`config.mk`:
```
export PLATFORM = sky130hd
export DESIGN_NAME = xmant_addnorm
export DESIGN_NICKNAME = d
export VERILOG_FILES = /design/src/rtl/xmant_pkg.sv /design/src/rtl/xmant_chunk_adder.sv /design/src/rtl/xmant_renorm.sv /design/src/rtl/xmant_flag_hold.sv /design/src/rtl/xmant_addnorm.sv
export SDC_FILE = /design/constraint.sdc
export NUM_CORES = 1
export LEC_CHECK = 0
export BUFFER_PORTS_ARGS = -buffer_cell sky130_fd_sc_hd__buf_2
export CORE_ASPECT_RATIO = 1.25
export CORE_UTILIZATION = 25
export DETAILED_ROUTE_END_ITERATION = 12
export SETUP_SLACK_MARGIN = 0.1
export SKIP_LAST_GASP = 1
export SLEW_MARGIN = 5
export SYNTH_ARGS = -nofsm -noshare
export SYNTH_HDL_FRONTEND = slang
export SYNTH_SLANG_ARGS = --single-unit
```
`constraint.sdc`:
```
create_clock -name clk -period 1.87 [get_ports clk]
set_input_delay 0.374 -clock clk [delete_from_list [all_inputs] [get_ports clk]]
set_output_delay 0.374 -clock clk [all_outputs]
set_load 0.01 [all_outputs]
```
`src/rtl/xmant_pkg.sv`:
```
package xmant_pkg;
  localparam int DEF_MANT_W  = 64;
  localparam int DEF_GUARD_W = 8;
  localparam int DEF_EXP_W   = 15;
  localparam int DEF_CHUNK_W = 8;

  typedef enum logic {
    OP_ADD = 1'b0,
    OP_SUB = 1'b1
  } xop_e;
endpackage

```
`src/rtl/xmant_chunk_adder.sv`:
```
// Chained adder over the extended mantissa, split into equal chunks.
module xmant_chunk_adder #(
  parameter int EXT_W   = 72,
  parameter int CHUNK_W = 8
) (
  input  logic [EXT_W-1:0] a,
  input  logic [EXT_W-1:0] b,
  input  logic             sub,
  output logic [EXT_W-1:0] sum,
  output logic             carry_out
);
  localparam int NCH = EXT_W / CHUNK_W;

  logic [EXT_W-1:0] b_eff;
  logic [NCH:0]     link;

  assign b_eff   = sub ? ~b : b;
  assign link[0] = sub;

  for (genvar g = 0; g < NCH; g++) begin : g_chunk
    logic [CHUNK_W:0] part;
    assign part = {1'b0, a[g*CHUNK_W +: CHUNK_W]}
                + {1'b0, b_eff[g*CHUNK_W +: CHUNK_W]}
                + {{CHUNK_W{1'b0}}, link[g]};
    assign sum[g*CHUNK_W +: CHUNK_W] = part[CHUNK_W-1:0];
    assign link[g+1] = part[CHUNK_W];
  end

  // a borrow in subtract mode is not reported
  assign carry_out = link[NCH] & ~sub;
endmodule

```
`src/rtl/xmant_renorm.sv`:
```
// Folds an add carry back into the mantissa, or saturates the exponent.
module xmant_renorm #(
  parameter int MANT_W  = 64,
  parameter int GUARD_W = 8,
  parameter int EXP_W   = 15
) (
  input  logic [MANT_W-1:0]  sum_mant,
  input  logic [GUARD_W-1:0] sum_guard,
  input  logic               carry,
  input  logic [EXP_W-1:0]   exp_in,
  output logic [MANT_W-1:0]  mant_o,
  output logic [GUARD_W-1:0] guard_o,
  output logic [EXP_W-1:0]   exp_o,
  output logic               renorm_o,
  output logic               ovf_o,
  output logic               inx_o
);
  logic [EXP_W-1:0]   exp_inc;
  logic               sat;
  logic [GUARD_W-1:0] shifted_guard;

  assign exp_inc = exp_in + 1'b1;
  assign sat     = &exp_inc;
  assign shifted_guard = {sum_mant[0], {(GUARD_W-2){1'b0}}, |sum_guard};

  always_comb begin
    mant_o   = sum_mant;
    guard_o  = sum_guard;
    exp_o    = exp_in;
    renorm_o = 1'b0;
    ovf_o    = 1'b0;
    inx_o    = 1'b0;
    if (carry) begin
      exp_o = exp_inc;
      if (sat) begin
        mant_o = '0;
        ovf_o  = 1'b1;
        inx_o  = |sum_mant;
      end else begin
        mant_o   = {1'b1, sum_mant[MANT_W-1:1]};
        guard_o  = shifted_guard;
        renorm_o = 1'b1;
      end
    end
  end
endmodule

```
`src/rtl/xmant_flag_hold.sv`:
```
// Sticky status bits; a set at the same edge as a clear survives.
module xmant_flag_hold #(
  parameter int NFLAG = 2
) (
  input  logic             clk,
  input  logic             rst_n,
  input  logic             clr,
  input  logic [NFLAG-1:0] set,
  output logic [NFLAG-1:0] q
);
  for (genvar f = 0; f < NFLAG; f++) begin : g_flag
    always_ff @(posedge clk or negedge rst_n) begin
      if (!rst_n)   q[f] <= 1'b0;
      else if (clr) q[f] <= set[f];
      else          q[f] <= q[f] | set[f];
    end
  end
endmodule

```
`src/rtl/xmant_addnorm.sv`:
```
module xmant_addnorm
  import xmant_pkg::*;
#(
  parameter int MANT_W  = DEF_MANT_W,
  parameter int GUARD_W = DEF_GUARD_W,
  parameter int EXP_W   = DEF_EXP_W,
  parameter int CHUNK_W = DEF_CHUNK_W
) (
  input  logic               clk,
  input  logic               rst_n,
  input  logic               in_valid,
  output logic               in_ready,
  input  logic [MANT_W-1:0]  a_mant,
  input  logic [GUARD_W-1:0] a_guard,
  input  logic [MANT_W-1:0]  b_mant,
  input  logic [GUARD_W-1:0] b_guard,
  input  logic [EXP_W-1:0]   exp_in,
  input  logic               op_sub,
  output logic               out_valid,
  input  logic               out_ready,
  output logic [MANT_W-1:0]  res_mant,
  output logic [GUARD_W-1:0] res_guard,
  output logic [EXP_W-1:0]   res_exp,
  output logic               res_renorm,
  input  logic               flag_clr,
  output logic               flag_ovf,
  output logic               flag_inx
);
  localparam int EXT_W = MANT_W + GUARD_W;

  xop_e               op;
  logic               accept;
  logic [EXT_W-1:0]   sum;
  logic               carry;
  logic [MANT_W-1:0]  n_mant;
  logic [GUARD_W-1:0] n_guard;
  logic [EXP_W-1:0]   n_exp;
  logic               n_renorm;
  logic               n_ovf;
  logic               n_inx;
  logic [1:0]         flag_q;

  assign op       = xop_e'(op_sub);
  assign in_ready = !out_valid || out_ready;
  assign accept   = in_valid && in_ready;

  xmant_chunk_adder #(.EXT_W(EXT_W), .CHUNK_W(CHUNK_W)) u_add (
    .a         ({a_mant, a_guard}),
    .b         ({b_mant, b_guard}),
    .sub       (op == OP_SUB),
    .sum       (sum),
    .carry_out (carry)
  );

  xmant_renorm #(.MANT_W(MANT_W), .GUARD_W(GUARD_W), .EXP_W(EXP_W)) u_norm (
    .sum_mant  (sum[EXT_W-1:GUARD_W]),
    .sum_guard (sum[GUARD_W-1:0]),
    .carry     (carry),
    .exp_in    (exp_in),
    .mant_o    (n_mant),
    .guard_o   (n_guard),
    .exp_o     (n_exp),
    .renorm_o  (n_renorm),
    .ovf_o     (n_ovf),
    .inx_o     (n_inx)
  );

  xmant_flag_hold #(.NFLAG(2)) u_flags (
    .clk   (clk),
    .rst_n (rst_n),
    .clr   (flag_clr),
    .set   ({n_inx & accept, n_ovf & accept}),
    .q     (flag_q)
  );

  assign flag_ovf = flag_q[0];
  assign flag_inx = flag_q[1];

  always_ff @(posedge clk or negedge rst_n) begin
    if (!rst_n) begin
      out_valid  <= 1'b0;
      res_mant   <= '0;
      res_guard  <= '0;
      res_exp    <= '0;
      res_renorm <= 1'b0;
    end else begin
      if (accept) begin
        out_valid  <= 1'b1;
        res_mant   <= n_mant;
        res_guard  <= n_guard;
        res_exp    <= n_exp;
        res_renorm <= n_renorm;
      end else if (out_ready) begin
        out_valid  <= 1'b0;
      end
    end
  end
endmodule

```
# ---- Word-level counts from Yosys, hierarchy flattened
# Cells that the tools add are included.
dict set report totals {
  register_bits 91
  in_bits 165
  output_inout_bits 92
  word_cells 56
}
dict set report op_classes {
  add_sub_neg 19
  n_mux 16
  bitwise 7
  n_reduce_logical 7
}
# op count
set op_table {}
lappend op_table {{two-way mux 64 bit} 2}
lappend op_table {{adder 8 x 8 -> 9 bit} 9}
lappend op_table {{adder 9 x 1 -> 9 bit} 9}
lappend op_table {{two-way mux 72 bit} 1}
lappend op_table {{NOT 72 bit} 1}
lappend op_table {{OR reduction 64 bit} 1}
lappend op_table {{two-way mux 8 bit} 2}
lappend op_table {{adder 15 x 1 -> 15 bit, second input constant} 1}
lappend op_table {{two-way mux 15 bit} 1}
lappend op_table {{AND reduction 15 bit} 1}
lappend op_table {{two-way mux 1 bit} 10}
lappend op_table {{OR reduction 8 bit} 1}
lappend op_table {{bitwise AND 1 bit} 3}
lappend op_table {{bitwise OR 1 bit} 2}
lappend op_table {{nonzero test 2 bit} 1}
lappend op_table {{logical AND 1 bit} 1}
lappend op_table {{zero test 1 bit} 1}
lappend op_table {{logical OR 1 bit} 1}
lappend op_table {{NOT 1 bit} 1}

# ---- Longest topological paths before layout
dict set report logic_depth {
  depth_word 18
  mapped_depth 77
  mapped_depth_nobuf 74
}

# ---- By module
# Synthesis repeated with hierarchy kept, for this count alone.
dict set report hier_totals {
  cells_unflattened 935
  hier_area_um2 9002.4
}
# mod instances cells_each area_per_inst_um2 seq_area_each_um2
set by_module_without_submodules {}
lappend by_module_without_submodules {xmant_chunk_adder 1 477 3646.0 0.0}
lappend by_module_without_submodules {xmant_addnorm 1 191 3400.8 2227.1}
lappend by_module_without_submodules {xmant_renorm 1 262 1886.8 0.0}
lappend by_module_without_submodules {xmant_flag_hold 1 5 68.8 50.0}

# ---- Worst setup path after synthesis
# No wires, ideal clock.
dict set report synth_path {
  path_type {input port to flip-flop}
  from {input port op_sub}
  to {register u_flags.q[1]}
  setup_ns 0.135
  t_arrival_ns 16.155
  required_ns 1.735
  path_slack_ns -14.420
  stages 74
  path_cell_list {clkbuf_1 buf_1 xor2_1 ha_1 nor2b_1 o31a_1 nor3_1 o21bai_1 a21oi_1 fa_1 inv_1 fa_1 a211oi_1 o21bai_1 a21oi_1 o21bai_1 a21o_1 fa_1 [38 not listed] nand2b_1 fa_1 fa_1 a211oi_2 o31ai_1 a21oi_1 nor2b_1 o21ai_0 nand2b_1 fa_1 fa_1 xor2_1 or4_1 nor4_1 nand4_1 nor4_1 and4_1 a31oi_1}
}
dict set report synth_between {
  elab_chain_cells 17
  elab_cells_between_ends 27
  classes_between {add/sub (18); mux (4); bitwise (4); reduce/logical (1)}
}
# item line_no
set synth_rtl {}
lappend synth_rtl {{start: declaration} xmant_addnorm.sv:18} ;# input logic op_sub,
lappend synth_rtl {{two-way mux 72 bit} xmant_chunk_adder.sv:17} ;# assign b_eff = sub ? ~b : b;
lappend synth_rtl {{adder 8 x 8 -> 9 bit} xmant_chunk_adder.sv:23} ;# + {1'b0, b_eff[g*CHUNK_W +: CHUNK_W]}
lappend synth_rtl {{adder 9 x 1 -> 9 bit (9 in a row)} xmant_chunk_adder.sv:24} ;# + {{CHUNK_W{1'b0}}, link[g]};
lappend synth_rtl {{OR reduction 64 bit} xmant_renorm.sv:38} ;# inx_o = |sum_mant;
lappend synth_rtl {{two-way mux 1 bit} xmant_renorm.sv:35} ;# if (sat) begin
lappend synth_rtl {{two-way mux 1 bit (*)} xmant_renorm.sv:33} ;# if (carry) begin
lappend synth_rtl {{bitwise AND 1 bit (*)} xmant_addnorm.sv:72} ;# .set ({n_inx & accept, n_ovf & accept}),
lappend synth_rtl {{bitwise OR 1 bit} xmant_flag_hold.sv:15} ;# else q[f] <= q[f] | set[f];
lappend synth_rtl {{two-way mux 1 bit (*)} xmant_flag_hold.sv:14} ;# else if (clr) q[f] <= set[f];
lappend synth_rtl {{end signal: indexed assignment} xmant_flag_hold.sv:14}
lappend synth_rtl {{end signal: indexed assignment} xmant_flag_hold.sv:15}
lappend synth_rtl {{end: declaration} xmant_flag_hold.sv:9} ;# output logic [NFLAG-1:0] q
# Mark *: on every way between the ends. The rest lies on a longest branch, timed or not.
# A chain may end at the register's enable or synchronous reset.

# ---- Final worst setup path
dict set report layout_path {
  from {input port b_guard[0]}
  to {register u_flags.q[1]}
}
dict set report layout_between {
  elab_chain_cells 18
  elab_cells_between_ends 19
  classes_between {add/sub (10); mux (4); bitwise (4); reduce/logical (1)}
}
# item line_no
set layout_rtl {}
lappend layout_rtl {{start: declaration} xmant_addnorm.sv:16} ;# input logic [GUARD_W-1:0] b_guard,
lappend layout_rtl {{NOT 72 bit} xmant_chunk_adder.sv:17}
lappend layout_rtl {{two-way mux 72 bit (*)} xmant_chunk_adder.sv:17}
lappend layout_rtl {{adder 8 x 8 -> 9 bit (*)} xmant_chunk_adder.sv:23}
lappend layout_rtl {{adder 9 x 1 -> 9 bit (*) (2 in a row)} xmant_chunk_adder.sv:24}
lappend layout_rtl {{adder 9 x 1 -> 9 bit (7 in a row)} xmant_chunk_adder.sv:24}
lappend layout_rtl {{OR reduction 64 bit} xmant_renorm.sv:38}
lappend layout_rtl {{two-way mux 1 bit} xmant_renorm.sv:35}
lappend layout_rtl {{two-way mux 1 bit (*)} xmant_renorm.sv:33}
lappend layout_rtl {{bitwise AND 1 bit (*)} xmant_addnorm.sv:72}
lappend layout_rtl {{bitwise OR 1 bit} xmant_flag_hold.sv:15}
lappend layout_rtl {{two-way mux 1 bit (*)} xmant_flag_hold.sv:14}
# Marks and branches as above.

==> results <==
- The run finished, with violations left.
- The checks that failed: negative setup slack.
- The number of nets handed over by synthesis was roughly 1200.
- Summing over every cut layer, the via total after detailed routing is between 9000 and 10000.
- The yosys synthesis warning count is 0.
- The proportion of synthesized chip area in sequential cells is between 20% and 30%.
- For this design, the slowest cell found on the critical path is fa_2.
- The die covers 0.0323 mm^2.
- With fillers left out, the area of the finished cells amounts to between 0.01 and 0.015 mm^2.
- For the worst setup path, the data required time is 2.12 ns.
- The post-route minimum period is 15.19 ns.
- The design draws ~0.012 W.
- For this run the aggregate overflow at the end of global routing stands at 0.
- The detailed router finished its first iteration with 373 violations.
- Combinational logic burns between 50 and 60% of the power.
- The later pin in the worst-skew pair is clocked with a latency of between 0.3 and 0.4 ns.
- From left edge to right edge, the die measures 161 um.
- The analysis attributes to cell leakage a power of around 6.5 nW.
- Timing would allow up to around 66 MHz.
- Setup violations remaining at the end of the flow were counted as 90.
- The number of clock sinks seen by CTS is between 90 and 100.
- The post-route netlist has between 50% and 60% of its cells at a drive strength greater than 1.
- Row generation in the floorplan step produced just over 70 rows.
- In this run the mean area of a mapped cell was around 8.7 um^2.
- The count of flip-flops with a built-in enable after synthesis is 0.
- The count of state elements after synthesis is just over 90.
- Leaving out fill and tap cells, the most frequent cells in the layout are 318 x buf_4, 253 x buf_2, 148 x nor2_1.
- Net switching is between 30% and 40% of the power.
- The growth of design area from synthesis to finish is 74.0%.
- After synthesis, the largest family of logic cells by area is compound AO/OA/AOI/OAI gates.
- At the pin with the least slew margin, the transition time is 0.793 ns.
- Summing the areas of all compound-gate instances in the mapped netlist gives between 20% and 30% of the synthesized area.
- In the final layout, the multi-input gates occupy slightly above 0.006 mm^2.
- Across the run, the number of max-cap violations was 0.
- The startpoint type of the worst setup path is an input pin.
- Global routing used 20.5% of the available tracks.
- The register clock-pin slew on the reported worst setup and hold paths is 0.07 ns.
- For this design the top-level I/O count stands at 257.
- The height of the chip is about 200 um.
- In the final routed layout, each cell accounts on average for roughly 18 um.
- After synthesis, the share of flip-flops with an asynchronous set or reset is 100%.
- The wire length of the first global-routing pass is 51000 um.
- The internal power is roughly 0.0073 W.
- The maximum number of pins on one net before global-route repair is a little under 50.
- Of the total power, registers draw 23.4%.
- The maximum buffer depth of the clock tree is 2.
- After floorplanning, the core was sized to cover approximately 0.031 mm^2.
- The synthesized netlist devotes between 10% and 20% of its cell area to XOR and XNOR gates.
- Setup repair after global routing could not meet its margin everywhere.
- The effective utilization at floorplan is around a quarter.
- The maximum vdd drop is around 0.45 mV.
- Of the post-synthesis cell area, the part taken by muxes is 0.380%.
- The remaining number of nets flagged by the antenna check after routing is 0.
- The most common flop cell mapped by yosys is dfrtp_1.
- The count of buffers added on input and output ports is 256.
- After filler insertion, the fill cell instance count of the layout stands at 3108.
- The final critical-path share of the clock period is 812%.
- For this design the ratio of total power to cell area is just under 900 mW/mm^2.
- The number of detailed-routing iterations run before antenna repair is 5.
- The final-report hold violation count is 0.
- The cell that appears most often on the critical path is buf_4.
- The largest fanout on the critical path is 3.
- The number of clock buffers added by TritonCTS is 9.
- The number of antenna violations at the first check in global routing is 10.
- The final total negative setup slack is -1177.35 ns.
- The synthesized-area fraction occupied by and/or/nand/nor cells is 17.4%.
- The worst hold path class is in2reg.
- The wire length reported by the detailed router is 34000 um.
- In the synthesized netlist, the number of instances is between 900 and 1000.
- The total standard cell area after synthesis is just under 0.008 mm^2.
- The number of global-route vias before repair was between 9000 and 10000.
- Summing the areas of all fa, ha and maj instances in the mapped netlist gives approximately 15% of the synthesized area.
- The sequential cell area in the final layout is about 0.0023 mm^2.
- The fraction of power consumed by the clock network is 18.6%.
- In the routed layout, each cell is associated on average with a via count of 4.82.
- The CTS H-tree depth is 3.
- The minimum setup slack in the final design is -13.32 ns.
- The number of unique standard cell types used by synthesis is 63.
- The critical path in this run is classified as in2reg.
- The total buffers and inverters traversed by the critical path is 43.
- The buffer type at the clock tree root is clkbuf_16.
- The count of nets after finishing is 1737.
- Summing all placed instances gives a cell area of about 0.012 mm^2.
- The net switching power of the design is 0.00470 W.
- The total count of max-transition violations in the final report is 0.
- In the routed design, unresolved DRC markers number 0.
- After legalization and detailed placement, the total HPWL measured between 20000 and 25000 um.
- The worst setup path is captured at a flop.
- The number of placed instances, taps included, is about 1800.
- The routability congestion estimate is between 0.8 and 0.9.
- Across all hold checks on the routed design, the worst slack comes to about 0.2 ns.
- The number of standard cells in the layout, taps in and fillers out is about 1900.
- The peak per-stage delay on the critical path is 0.42 ns.
- The setup skew after layout is 0.00467 ns.
- TritonCTS built the clock tree.
- The most frequent standard cell in the layout excluding fill and tap cells is buf_4.
- Among cell families on the critical path, the largest total delay comes from adder cells.
- In this run the tightest slew margin relative to its limit is 47.1%.
- Data on the critical path arrives at its endpoint at between 15 and 20 ns.
cells in the mapped netlist, drive strengths merged (5+ instances only):
master / n / area [um^2]
and3: 6 / 37.5
xnor2: 31 / 272
nor3: 16 / 80.1
nor2: 152 / 576
o21ai: 65 / 329
a211oi: 10 / 85.1
o31ai: 8 / 60.1
xor2: 104 / 911
fa: 17 / 340
o2111ai: 6 / 58.8
clkbuf: 29 / 109
nand2: 46 / 173
nand4: 5 / 46.3
nand3: 20 / 100
nand2b: 10 / 62.6
o221ai: 6 / 52.6
o21bai: 12 / 93.8
ha: 65 / 813
nor2b: 7 / 43.8
a21oi: 35 / 183
inv: 24 / 90.1
a21o: 9 / 67.6
nor4: 11 / 68.8
buf: 16 / 76.3
dfrtp: 91 / 2280
a221oi: 48 / 420
o21a: 14 / 105
stage by stage:
step	setup WS, ns	utilization, %
6_report	-13.32	44.4
5_1_grt	-14.15	44.4
4_1_cts	-13.05	42.2
3_5_place_dp	-13.70	38.0
3_3_place_gp	-13.42	38.0
2_1_floorplan	-12.51	-
final cells by class:
type                    count  share of cell area (%)
multi-input cells         751                    43.9
clock inverters             7                   0.901
well taps                 407                    3.70
flip-flops and latches     91                    16.6
diodes                     10                   0.182
repair buffers            613                    32.5
inverters                  24                   0.655
clock buffers               9                    1.64
power groups by stage:
stage               clock network [W]  logic (W)  registers, W
floorplan                           0    0.00251       0.00300
global placement                    0    0.00569       0.00283
detailed placement                  0    0.00576       0.00285
CTS                           0.00226    0.00641       0.00281
global route                  0.00234    0.00748       0.00287
finish                        0.00223    0.00695       0.00281
state kept, by name, indices dropped and copies added (netlist names):
name,cells
res_guard,8
res_mant,64
res_exp,15
u_flags.q,2
res_renorm,1
out_valid,1
logic make-up after synthesis:
family	after synthesis
compound gates	232
xor+xnor	135
fa+ha+maj	82
buf+inv	69
flops	91
mux	3
simple gates	298
metal layers:
layer | global-route usage, % | up-vias | wire length (um)
met3 | 2.48 | 79 | 1270
met4 | 9.00 | 0 | 1380
met5 | 0 | - | 0
met1 | 24.6 | 4415 | 14300
met2 | 36.3 | 275 | 17100
li1 | - | 4443 | -
repair_timing:
item,4_1_cts,5_1_grt
pin swaps,17,42
resized for setup,52,70
gates cloned,8,7
hold endpoints to repair,22,0
buffers inserted,70,18
setup endpoints to repair,90,90
hold buffers,1,0
worst paths after layout:
check | startpoint | endpoint | slack (ns) | depth (start not counted)
max in group asynchronous | rst_n | res_mant[54] | 0.80 | 3
worst max-delay path | b_guard[0] | u_flags.q[1] | -13.32 | 99
worst min-delay path | flag_clr | u_flags.q[0] | 0.20 | 2
worst max register to register | u_flags.q[1] | u_flags.q[1] | 0.34 | 6
worst min register to register | res_exp[1] | res_exp[1] | 0.47 | 2
min in group asynchronous | rst_n | res_exp[4] | 0.47 | 2
Power figures use the tool's default switching activity.
